### src/rtl/ngc_pkg.sv
package ngc_pkg;
  typedef enum logic [1:0] {
    BS_WAIT   = 2'd0,
    BS_GATE   = 2'd1,
    BS_SAMPLE = 2'd2,
    BS_NORMAL = 2'd3
  } bist_st_e;
endpackage

### src/rtl/ngc_win_sat.sv
module ngc_win_sat #(
  parameter int WIN_W  = 8,
  parameter int MARGIN = 2
) (
  input  logic [WIN_W-1:0] cand_i,
  output logic [WIN_W-1:0] win_o
);
  localparam logic [WIN_W:0] MARGIN_W = (WIN_W+1)'(MARGIN);
  localparam logic [WIN_W:0] LIMIT    = {1'b0, {WIN_W{1'b1}}};

  logic [WIN_W:0] sum;

  always_comb begin
    sum = {1'b0, cand_i} + MARGIN_W;
    if (sum > LIMIT) win_o = LIMIT[WIN_W-1:0];
    else             win_o = sum[WIN_W-1:0];
  end
endmodule

### src/rtl/ngc_bist.sv
module ngc_bist
  import ngc_pkg::*;
#(
  parameter int WIN_W  = 8,
  parameter int TRIALS = 8,
  parameter int MARGIN = 2
) (
  input  logic             clk,
  input  logic             rst_n,
  input  logic             pulse_i,
  input  logic             err_i,
  output logic             chk_en_o,
  output logic             done_o,
  output logic             fail_o,
  output logic [WIN_W-1:0] win_o
);
  localparam int PW = $clog2(TRIALS + 1);
  localparam logic [WIN_W-1:0] MAXW = {WIN_W{1'b1}};
  localparam logic [PW-1:0] LAST_PASS = PW'(TRIALS - 1);

  bist_st_e st_q, st_n;
  logic [WIN_W-1:0] cand_q, cand_n;
  logic [WIN_W-1:0] cnt_q, cnt_n;
  logic [PW-1:0]    pass_q, pass_n;
  logic             done_q, done_n, fail_q, fail_n, chk_q;
  logic [WIN_W-1:0] win_q, win_n, win_acc;

  ngc_win_sat #(.WIN_W(WIN_W), .MARGIN(MARGIN)) u_sat (
    .cand_i(cand_q),
    .win_o (win_acc)
  );

  always_comb begin
    st_n   = st_q;
    cand_n = cand_q;
    cnt_n  = cnt_q;
    pass_n = pass_q;
    done_n = done_q;
    fail_n = fail_q;
    win_n  = win_q;
    unique case (st_q)
      BS_WAIT: begin
        if (pulse_i) begin
          if (cand_q == '0) begin
            st_n = BS_SAMPLE;
          end else begin
            cnt_n = cand_q;
            st_n  = BS_GATE;
          end
        end
      end
      BS_GATE: begin
        if (cnt_q == WIN_W'(1)) st_n = BS_SAMPLE;
        cnt_n = cnt_q - 1'b1;
      end
      BS_SAMPLE: begin
        if (!err_i) begin
          if (pass_q == LAST_PASS) begin
            win_n  = win_acc;
            done_n = 1'b1;
            st_n   = BS_NORMAL;
          end else begin
            pass_n = pass_q + 1'b1;
            st_n   = BS_WAIT;
          end
        end else begin
          pass_n = '0;
          if (cand_q == MAXW) begin
            fail_n = 1'b1;
            done_n = 1'b1;
            win_n  = MAXW;
            st_n   = BS_NORMAL;
          end else begin
            cand_n = cand_q + 1'b1;
            st_n   = BS_WAIT;
          end
        end
      end
      default: st_n = BS_NORMAL;
    endcase
  end

  always_ff @(posedge clk) begin
    if (!rst_n) begin
      st_q   <= BS_WAIT;
      cand_q <= '0;
      cnt_q  <= '0;
      pass_q <= '0;
      done_q <= 1'b0;
      fail_q <= 1'b0;
      win_q  <= '0;
      chk_q  <= 1'b1;
    end else begin
      st_q   <= st_n;
      cand_q <= cand_n;
      cnt_q  <= cnt_n;
      pass_q <= pass_n;
      done_q <= done_n;
      fail_q <= fail_n;
      win_q  <= win_n;
      chk_q  <= (st_n != BS_GATE);
    end
  end

  assign chk_en_o = chk_q;
  assign done_o   = done_q;
  assign fail_o   = fail_q;
  assign win_o    = win_q;
endmodule

### src/rtl/ngc_gate.sv
module ngc_gate #(
  parameter int WIN_W = 8
) (
  input  logic             clk,
  input  logic             rst_n,
  input  logic             enable_i,
  input  logic             pulse_i,
  input  logic [WIN_W-1:0] win_i,
  output logic             en_o
);
  logic [WIN_W-1:0] rem_q;
  logic             en_q;

  always_ff @(posedge clk) begin
    if (!rst_n) begin
      rem_q <= '0;
      en_q  <= 1'b0;
    end else if (!enable_i) begin
      rem_q <= '0;
      en_q  <= 1'b0;
    end else if (pulse_i) begin
      rem_q <= win_i;
      en_q  <= (win_i == '0);
    end else if (rem_q > WIN_W'(1)) begin
      rem_q <= rem_q - 1'b1;
    end else begin
      rem_q <= '0;
      en_q  <= 1'b1;
    end
  end

  assign en_o = en_q;
endmodule

### src/rtl/noise_gate_ctrl.sv
module noise_gate_ctrl #(
  parameter int WIN_W  = 8,
  parameter int TRIALS = 8,
  parameter int MARGIN = 2
) (
  input  logic             clk,
  input  logic             rst_n,
  input  logic             noise_pulse_i,
  input  logic             chk_err_i,
  output logic             core_clk_en_o,
  output logic             chk_clk_en_o,
  output logic             test_done_o,
  output logic             test_fail_o,
  output logic [WIN_W-1:0] win_len_o
);
  logic             done_w;
  logic [WIN_W-1:0] win_w;

  ngc_bist #(.WIN_W(WIN_W), .TRIALS(TRIALS), .MARGIN(MARGIN)) u_bist (
    .clk     (clk),
    .rst_n   (rst_n),
    .pulse_i (noise_pulse_i),
    .err_i   (chk_err_i),
    .chk_en_o(chk_clk_en_o),
    .done_o  (done_w),
    .fail_o  (test_fail_o),
    .win_o   (win_w)
  );

  ngc_gate #(.WIN_W(WIN_W)) u_gate (
    .clk     (clk),
    .rst_n   (rst_n),
    .enable_i(done_w),
    .pulse_i (noise_pulse_i),
    .win_i   (win_w),
    .en_o    (core_clk_en_o)
  );

  assign test_done_o = done_w;
  assign win_len_o   = win_w;
endmodule

### config.mk
export PLATFORM = sky130hd
export DESIGN_NAME = noise_gate_ctrl
export DESIGN_NICKNAME = d
export VERILOG_FILES = /design/src/rtl/ngc_pkg.sv /design/src/rtl/ngc_win_sat.sv /design/src/rtl/ngc_bist.sv /design/src/rtl/ngc_gate.sv /design/src/rtl/noise_gate_ctrl.sv
export SDC_FILE = /design/constraint.sdc
export NUM_CORES = 1
export LEC_CHECK = 0
export BUFFER_PORTS_ARGS = -buffer_cell sky130_fd_sc_hd__buf_2
export CAP_MARGIN = 25
export CORE_UTILIZATION = 46
export DETAILED_ROUTE_END_ITERATION = 7
export MAX_ROUTING_LAYER = met4
export SKIP_CTS_REPAIR_TIMING = 1
export SYNTH_ARGS = -nofsm -noshare
export SYNTH_HDL_FRONTEND = slang
export SYNTH_SLANG_ARGS = --single-unit
### constraint.sdc
create_clock -name clk -period 3.7 [get_ports clk]
set_input_delay 1.11 -clock clk [delete_from_list [all_inputs] [get_ports clk]]
set_output_delay 1.11 -clock clk [all_outputs]
set_load 0.01 [all_outputs]
==> impl_metrics.toml <==
[final_layout]
diodes = 0
final_cell_mix = "42 x dfxtp_1, 21 x nor2_1, 16 x nand2_1, 15 x buf_2, 12 x inv_1"
final_common_cell = "dfxtp_1"
layout.nets = 270
drive_above_1_share_pct = 12.06
syn_to_final_growth_pct = 9.510

[floorplanning]
design.core.area_sq_um = 4414
row_count = 24
die_h_um = 70.28
start_util_pct = 48.58
die-area_sq_um = 4939
ios = 16
die_w_um = 70.28

[power_and_ir_drop]
switching_share_pct = 22.31
power_frac_seq_pct = 53.2
p_leak_nw = 0.9406
power_density_nw_per_um2 = 376.9
ir_worst_vdd_mv = 0.2066
intPower_mw = 0.6876
p_sw_mw = 0.1975
p_clk_share_pct = 40.0
p_comb_share_pct = 6.8

[sta]
layout_worst_path_cycle_share_pct = 66.78
finalWorstSetupSlack_ps = 1229
tns_ps = 0
fin_hold_ws_ps = 466.8
finClkSkew_ps = 4.273
fmax_ghz = 0.4047
maxSlewViolCount = 0
setup_viol = 0
worst_slew_pin_slew_ps = 840.2
rsz0062_at_grt = "false"
hold_viol_final = 0
period_needed_ps = 2471
relSlewSlack_pct = 43.87

[critical_path]
r2r_setup_slack_ps = 1440
end_kind = "flip-flop"
r2r_start = "u_bist.cand_q[0]$_SDFFE_PN0P_"
r2r-end = "u_bist.win_o[2]$_SDFFE_PN0P_"
crit_required_ps = 3880
crit_fanout = 12
reg2regPathDepth = 6
crit_path_start_kind = "input port"
cp.arrival_ps = 2650
worst-setup-path-type = "in2reg"

[synth]
synthMuxAreaShare_pct = 0.4667
synth_nets = 257
syn_avg_cell_area_sq_um = 8.825
synth_top_family_by_area = "simple AND/OR/NAND/NOR gates"
ys_seq_elements = 42
async_flop_share_pct = 0
synth-main-ff-cell = "dfxtp_1"
yosys.area_share.adder_pct = 5.834
yosys.area_share.simple_pct = 23.45
syn_area_sq_um = 2145
synth_warnings = 0
ys_seq_area_share_pct = 39.21
synth_xor_xnor_area_share_pct = 7.760
yosysUniqueCellTypes = 45
synth_compound_area_share_pct = 18.84
synth_edf_count = 0
synthCells = 243

[min_path]
holdPathStages = 1
hp-start = "u_bist.fail_o$_SDFFE_PN0P_"
hp-class = "reg2reg"
whs_endpoint = "u_bist.fail_o$_SDFFE_PN0P_"

[cts]
cts_tree = "built"
cts_inserted_buffers = 5
clk_pin_slew_ps = 70
cts_root_buffer = "clkbuf_8"
clkLatencyLatePin_ps = 290
cts.path.max_buffers = 2
cts.sinks = 42
h-tree-depth = 2

[global_route]
grtUsageTotal_pct = 19.05
grt_max_degree = 34
grt_pass1_vias = 1606
antenna_found_initial = 0
grt_pass1_wl_um = 7396
grt.overflow.total = 0

[status]
status = "finished, final reports clean"

[detailed_routing]
drc = 0
drt_iter0_drc = 86
ant_nets = 0
via_per_inst = 5.553
drt-total-wl_um = 4303
firstDrtPassIters = 4
wl_per_cell_um = 13.93
vias = 1716

[placement]
port_buffers = 15
dp_hpwl_um = 3059
place.gp.congestion = 0.7797
pre_cts_slack_ps = 951.1

[run]
maxCapViolations = 0
-- worst max-delay path by stage --
stage	startpoint	endpoint	cells after the start
5_1_grt	noise_pulse_i	u_bist.cnt_q[0]$_SDFFE_PN0P_	5
2_1_floorplan	noise_pulse_i	u_bist.cnt_q[6]$_SDFFE_PN0P_	5
3_5_place_dp	noise_pulse_i	u_bist.cnt_q[0]$_SDFFE_PN0P_	5
4_1_cts	noise_pulse_i	u_bist.cnt_q[0]$_SDFFE_PN0P_	5
3_3_place_gp	noise_pulse_i	u_bist.cnt_q[0]$_SDFFE_PN0P_	5
6_report	noise_pulse_i	u_bist.cnt_q[0]$_SDFFE_PN0P_	5
-- power groups by stage --
stage                     Sequential, mW  Clock [mW]  Combinational, mW
after floorplan                    0.479           0             0.0479
after global placement             0.481           0             0.0610
after detailed placement           0.481           0             0.0606
after CTS                          0.471       0.366             0.0610
after global routing               0.472       0.383             0.0695
final                              0.471       0.354             0.0601
-- synth_stat cells (2+ instances only) --
| master | number | area share, % |
|---|---|---|
| dfxtp_1 | 42 | 39 |
| nor2_1 | 21 | 3.7 |
| nand2_1 | 16 | 2.8 |
| inv_1 | 12 | 2.1 |
| a21oi_1 | 11 | 2.6 |
| ha_1 | 10 | 5.8 |
| xor2_1 | 10 | 4.1 |
| nor3_1 | 9 | 2.1 |
| o21ai_0 | 9 | 2.1 |
| xnor2_1 | 9 | 3.7 |
| a22oi_1 | 8 | 2.8 |
| nand3_1 | 8 | 1.9 |
| a21boi_0 | 5 | 1.8 |
| and2_1 | 5 | 1.5 |
| and3_1 | 5 | 1.5 |
| nand2b_1 | 5 | 1.5 |
| nor2b_1 | 5 | 1.5 |
| nor4_1 | 5 | 1.5 |
| o21a_1 | 5 | 1.8 |
| o221a_2 | 5 | 2.6 |
| buf_2 | 4 | 0.93 |
| clkbuf_1 | 4 | 0.70 |
| a31oi_1 | 3 | 0.88 |
| a21boi_1 | 2 | 0.70 |
| a32oi_1 | 2 | 0.82 |
| buf_4 | 2 | 0.70 |
| nand3b_1 | 2 | 0.70 |
| nand4_1 | 2 | 0.58 |
-- final cells by class --
cell class              instances  area [sq um]
multi-input cells             179          1209
fillers                       433          2066
clock buffers                   7         76.32
repair buffers                 16         82.58
inverters                      12         45.04
well taps                      52         65.06
clock inverters                 1         30.03
flip-flops and latches         42         840.8
-- sequential cells by signal, indices dropped and copies added (netlist names) --
name	cells
u_bist.cand_q	8
u_bist.cnt_q	8
u_bist.win_o	8
u_gate.rem_q	8
u_bist.pass_q	4
u_bist.st_q	2
u_bist.chk_en_o	1
u_bist.done_o	1
u_bist.fail_o	1
u_gate.en_o	1
-- cells by family after synthesis --
family          after synthesis
flops                        42
mux                           1
buf+inv                      22
xor+xnor                     19
simple gates                 92
fa+ha+maj                    10
compound gates               57
-- layer usage --
layer / vias up / global-route usage, % / share of wire [%]
li1: 893 / - / -
met1: 784 / 25.80 / 51
met2: 33 / 27.72 / 43
met3: 6 / 4.762 / 4.2
met4: 0 / 6.000 / 1.3
met5: - / - / 0
-- through the flow --
stage | cells | utilization (%) | total power, mW | area [sq um]
after CTS | 309 | 53.20 | 0.8977 | 2349
final | 309 | 53.20 | 0.8851 | 2349
after global placement | 301 | 50.79 | 0.5424 | 2242
after global routing | 309 | 53.20 | 0.9248 | 2349
after detailed placement | 301 | 50.79 | 0.5421 | 2242
after floorplan | 243 | - | 0.5269 | 2145
-- critical path, stage by stage --
cell and delay [ps]:
buf_2 210, nor3b_2 420, nand2_1 360, and3_1 290, o31a_1 270
Note: power is estimated with default switching activity, not from simulation.
